[src/rtl/irq_flag_pkg.sv]
package irq_flag_pkg;
  localparam int LINES = 16;

  typedef enum logic [1:0] {
    SENSE_LOW  = 2'b00,
    SENSE_FALL = 2'b01,
    SENSE_RISE = 2'b10,
    SENSE_BOTH = 2'b11
  } sense_e;

  typedef struct packed {
    logic [LINES-1:0] swClr;
    logic [LINES-1:0] excClr;
    logic [LINES-1:0] xferClr;
  } flagStrobe_t;
endpackage

[src/rtl/irq_flag_dp.sv]
module irq_flag_dp
  import irq_flag_pkg::*;
#(
  parameter int SYNC_DEPTH = 2
) (
  input  logic               clk,
  input  logic               rstN,
  input  logic [LINES-1:0]   pinPrimary,
  input  logic [LINES-1:0]   pinAlternate,
  input  logic [LINES-1:0]   pinSelect,
  input  logic [2*LINES-1:0] senseMode,
  input  flagStrobe_t        strobes,
  output logic [LINES-1:0]   flags,
  output logic [LINES-1:0]   syncLevel
);
  localparam int TOP = SYNC_DEPTH - 1;

  logic [LINES-1:0] prevLevel;
  logic [LINES-1:0] setEvent;
  logic [LINES-1:0] clearAny;

  for (genvar i = 0; i < LINES; i++) begin : g_line
    logic [TOP:0] syncPipe;
    logic         routedPin;
    sense_e       mode;

    assign routedPin = pinSelect[i] ? pinAlternate[i] : pinPrimary[i];
    assign mode      = sense_e'(senseMode[2*i +: 2]);

    if (SYNC_DEPTH > 1) begin : g_deep
      always_ff @(posedge clk or negedge rstN) begin
        if (!rstN) syncPipe <= '1;
        else       syncPipe <= {syncPipe[TOP-1:0], routedPin};
      end
    end else begin : g_single
      always_ff @(posedge clk or negedge rstN) begin
        if (!rstN) syncPipe <= '1;
        else       syncPipe <= routedPin;
      end
    end

    assign syncLevel[i] = syncPipe[TOP];

    always_comb begin
      unique case (mode)
        SENSE_LOW:  setEvent[i] = ~syncLevel[i];
        SENSE_FALL: setEvent[i] = prevLevel[i] & ~syncLevel[i];
        SENSE_RISE: setEvent[i] = ~prevLevel[i] & syncLevel[i];
        default:    setEvent[i] = prevLevel[i] ^ syncLevel[i];
      endcase
    end
  end

  assign clearAny = strobes.swClr | strobes.excClr | strobes.xferClr;

  always_ff @(posedge clk or negedge rstN) begin
    if (!rstN) begin
      prevLevel <= '1;
      flags     <= '0;
    end else begin
      prevLevel <= syncLevel;
      flags     <= setEvent | (flags & ~clearAny);
    end
  end
endmodule

[src/rtl/irq_flag_ctrl.sv]
module irq_flag_ctrl
  import irq_flag_pkg::*;
(
  input  logic               clk,
  input  logic               rstN,
  input  logic               busRd,
  input  logic               busWr,
  input  logic [LINES-1:0]   busWdata,
  input  logic [LINES-1:0]   flags,
  input  logic [LINES-1:0]   syncLevel,
  input  logic [2*LINES-1:0] senseMode,
  input  logic [LINES-1:0]   excAck,
  input  logic [LINES-1:0]   xferAck,
  input  logic [LINES-1:0]   xferKeep,
  output flagStrobe_t        strobes
);
  logic [LINES-1:0] armed;
  logic [LINES-1:0] levelMode;

  for (genvar i = 0; i < LINES; i++) begin : g_mode
    assign levelMode[i] = (sense_e'(senseMode[2*i +: 2]) == SENSE_LOW);
  end

  always_ff @(posedge clk or negedge rstN) begin
    if (!rstN)      armed <= '0;
    else if (busWr) armed <= '0;
    else if (busRd) armed <= armed | flags;
  end

  always_comb begin
    strobes.swClr   = busWr ? (armed & ~busWdata) : '0;
    strobes.excClr  = excAck & (~levelMode | syncLevel);
    strobes.xferClr = xferAck & ~xferKeep;
  end
endmodule

[src/rtl/irq_flag_bank.sv]
module irq_flag_bank
  import irq_flag_pkg::*;
#(
  parameter int SYNC_DEPTH = 2
) (
  input  logic               clk,
  input  logic               rstN,
  input  logic               busRd,
  input  logic               busWr,
  input  logic [LINES-1:0]   busWdata,
  output logic [LINES-1:0]   busRdata,
  input  logic [LINES-1:0]   pinPrimary,
  input  logic [LINES-1:0]   pinAlternate,
  input  logic [LINES-1:0]   pinSelect,
  input  logic [2*LINES-1:0] senseMode,
  input  logic [LINES-1:0]   excAck,
  input  logic [LINES-1:0]   xferAck,
  input  logic [LINES-1:0]   xferKeep,
  output logic [LINES-1:0]   flags
);
  flagStrobe_t      strobes;
  logic [LINES-1:0] syncLevel;

  irq_flag_ctrl u_ctrl (
    .clk       (clk),
    .rstN      (rstN),
    .busRd     (busRd),
    .busWr     (busWr),
    .busWdata  (busWdata),
    .flags     (flags),
    .syncLevel (syncLevel),
    .senseMode (senseMode),
    .excAck    (excAck),
    .xferAck   (xferAck),
    .xferKeep  (xferKeep),
    .strobes   (strobes)
  );

  irq_flag_dp #(.SYNC_DEPTH(SYNC_DEPTH)) u_dp (
    .clk          (clk),
    .rstN         (rstN),
    .pinPrimary   (pinPrimary),
    .pinAlternate (pinAlternate),
    .pinSelect    (pinSelect),
    .senseMode    (senseMode),
    .strobes      (strobes),
    .flags        (flags),
    .syncLevel    (syncLevel)
  );

  assign busRdata = flags;
endmodule

[config.mk]
export PLATFORM = sky130hd
export DESIGN_NAME = irq_flag_bank
export DESIGN_NICKNAME = d
export VERILOG_FILES = /design/src/rtl/irq_flag_pkg.sv /design/src/rtl/irq_flag_dp.sv /design/src/rtl/irq_flag_ctrl.sv /design/src/rtl/irq_flag_bank.sv
export SDC_FILE = /design/constraint.sdc
export NUM_CORES = 1
export LEC_CHECK = 0
export BUFFER_PORTS_ARGS = -buffer_cell sky130_fd_sc_hd__buf_2
export CAP_MARGIN = 20
export CORE_UTILIZATION = 43
export DETAILED_ROUTE_END_ITERATION = 7
export PLACE_DENSITY_LB_ADDON = 0.25
export SYNTH_ARGS = -nofsm -noshare
export SYNTH_HDL_FRONTEND = slang
export SYNTH_SLANG_ARGS = --single-unit
[constraint.sdc]
create_clock -name clk -period 2 [get_ports clk]
set_input_delay 0.2 -clock clk [delete_from_list [all_inputs] [get_ports clk]]
set_output_delay 0.2 -clock clk [all_outputs]
set_load 0.005 [all_outputs]
==> results.cfg <==
[outcome]
outcome = complete, no violations

[pwr]
ir_worst_vdd_mv = 0.3200
power.leakage_nw = 2.646
p_per_area_nw_per_um2 = 756.9

[detailed_routing]
drc = 0
wirelength_um = 7638
firstDrtPassIters = 6
via_count = 2856
routed_via_density = 4.752
ant_nets = 0
wl_per_cell_um = 12.71
drt_iter0_drc = 62

[synthesis]
synth_async_sr_flop_share = 1.000
synthMuxAreaShare = 0.1317
yosysSeqAreaShare = 0.5267
yosys-top-cells-count = 60 x inv_1, 48 x dfstp_2, 32 x dfrtp_1, 32 x ha_1, 17 x nor2_1
synthSimpleGateAreaFrac = 0.09364
ys.flop_type = dfstp_2
ys_warn_count = 0
synth.avg_cell_area_um2 = 12.35
synth.distinct_cells = 19
syn_area_um2 = 3915
synth.most_common_cell = inv_1
synth-edff-count = 0
synth_compound_area_frac = 0.05145
synthAdderAreaFrac = 0.1023
synth-xor-area-share = 0
syn_inst = 317
synth_top_area_frac = 0.3221
ys_ff_latch = 80
synth_top_family_by_area = multiplexers
syn_nets = 497
yosysTopAreaCell = dfstp_2
synth.area.top_cells = dfstp_2 32%, dfrtp_1 20%, ha_1 10%, mux4_2 8.1%, inv_1 5.8%

[timing]
period_minus_slack_ps = 1698
fin_skew_ps = 6.902
fmax_ghz = 0.5890
max_slew_margin = 0.5682
finalSetupViolCount = 0
fin_setup_tns_ps = 0
period_share = 0.8489
rsz0062_at_grt = no
hold_ws_ps = 91.32
slew_viol_final = 0
hold_viol_final = 0
tightest_slew_ps = 647.7

[clocking]
cts_tree = done
cts-root-buf = clkbuf_8
path_clk_slew_ps = 80
cts_buffers = 9
htreeDepth = 3
post-cts-setup-buffer-count = 0
clk_latency_ps = 330
clock_path_buffers = 2
clkSinkCount = 80

[global_route]
antenna_found_initial = 0
grt.total_usage = 0.1711
grt_pass1_wl_um = 12920
grt_max_degree = 45
grt-ovfl-total = 0
grt_pass1_vias = 3035

[critical_path]
startpoint_type = flop
critPathMaxFanout = 3
path_class = flop to flop
r2r_end = u_dp.flags[4]
end_kind = flop
arrival_ps = 1920
reg2reg_slack_ps = 300
reg2reg_from = u_dp.g_line[4].syncPipe[1]
worstPathRequired_ps = 2220
reg2regPathDepth = 5

[finish]
final_cell_area_um2 = 5041
fin_cells = 601
nets = 668
drive_gt1_frac = 0.5558
synthToLayoutAreaGrowth_pct = 28.76
fill_cells = 744
diodes = 0

[worst_hold_path]
hold_path.class = input port to flop
worstHoldPathCells = 2
hold_start = senseMode[17]
holdPathEnd = u_dp.flags[8]

[flow_run]
max_cap_viol_count = 0

[die]
die_w_um = 97.42
start_util = 0.4467
num_rows = 34
core_region_area_um2 = 8763
dieArea_um2 = 9491
die_y_um = 97.42
ios = 180

[placement]
gp_congestion = 0.7283
placed_cell_area_um2 = 4825
dpl.hpwl_um = 5869
dp_cells = 584
portBuffers = 179
[cell type report]
type / instances / area [µm²] / share of cell area
well taps: 108 / 135.1 / 0.02681
clock inverters: 5 / 55.05 / 0.01092
flip-flops and latches: 80 / 2062 / 0.4090
multi-input cells: 156 / 1484 / 0.2944
clock buffers: 11 / 151.4 / 0.03003
repair buffers: 181 / 928.4 / 0.1842
inverters: 60 / 225.2 / 0.04468
[worst max-delay path: stages, from the launching register on]
cell and delay [ps]:
dfstp_2 550, inv_1 60, ha_1 270, inv_1 40
mux4_2 470, a41o_1 210
[where the power goes]
part           total, W  switching (W)  internal [W]  leakage (nW)
sequential      0.00197       0.000127       0.00184         0.903
clock           0.00120       0.000558      0.000640         0.101
combinational  0.000649       0.000270      0.000380          1.64
total           0.00382       0.000954       0.00286          2.65
[per-stage QoR]
| stage | setup slack, ps | total power, W | utilization |
|---|---|---|---|
| 4_1_cts | 302.6 | 0.003879 | 0.5752 |
| 5_1_grt | 246.8 | 0.004048 | 0.5752 |
| 2_1_floorplan | 390.5 | 0.002357 | - |
| 3_5_place_dp | 307.7 | 0.002657 | 0.5505 |
| 6_report | 302.2 | 0.003816 | 0.5752 |
| 3_3_place_gp | 372.9 | 0.002614 | 0.5505 |
[kinds of logic after synthesis]
kind of cell / after synthesis
buffers and inverters: 81
DFF: 80
and+or+nand+nor: 63
muxes: 32
adders and majority gates: 32
AOI/OAI and AO/OA: 29
[cell usage in the layout, fill, tap and decap left out]
cell,netlist,layout
clkinv_2,0,2
nand2_1,8,8
mux2i_1,2,2
buf_2,4,178
dlygate4sd3_1,0,1
mux2_2,16,16
o211ai_1,3,3
buf_4,16,1
nand4b_1,6,6
dfrtp_1,32,32
mux4_2,14,14
a21oi_1,16,16
a41o_1,9,9
nand3b_1,16,16
nand2b_1,16,16
buf_12,0,1
bufinv_16,0,1
dfstp_2,48,48
clkinvlp_4,0,2
nor2_1,17,17
ha_1,32,32
o221ai_1,1,1
inv_1,60,60
clkbuf_8,0,11
[sequential cells by signal, summed over array words and instances (netlist names)]
| register | count |
|---|---|
| u_ctrl.armed | 16 |
| u_dp.flags | 16 |
| u_dp.g_line.syncPipe | 32 |
| u_dp.prevLevel | 16 |
[worst max path at each step]
stage | slack, ps | endpoint | depth (start not counted) | start
2_1_floorplan | 390 | u_dp.flags[0] | 5 | u_dp.g_line[0].syncPipe[1]
3_3_place_gp | 370 | u_dp.flags[2] | 5 | u_dp.g_line[2].syncPipe[1]
6_report | 300 | u_dp.flags[4] | 5 | u_dp.g_line[4].syncPipe[1]
4_1_cts | 300 | u_dp.flags[4] | 5 | u_dp.g_line[4].syncPipe[1]
5_1_grt | 250 | u_dp.flags[2] | 5 | u_dp.g_line[2].syncPipe[1]
3_5_place_dp | 310 | u_dp.flags[4] | 5 | u_dp.g_line[4].syncPipe[1]
[per-layer routing]
layer,share of wire,track usage
met1,0.42,0.1962
met2,0.51,0.3098
met3,0.055,0.03597
met4,0.012,0.06787
met5,0,0
[what timing repair did]
| item | 4_1_cts | 5_1_grt |
|---|---|---|
| hold buffers | 1 | 0 |
| gates resized for setup | 0 | 0 |
| endpoints found under the hold margin | 19 | 0 |
| endpoints found under the setup margin | 0 | 0 |
No activity file was read; power rests on OpenSTA's default activity.
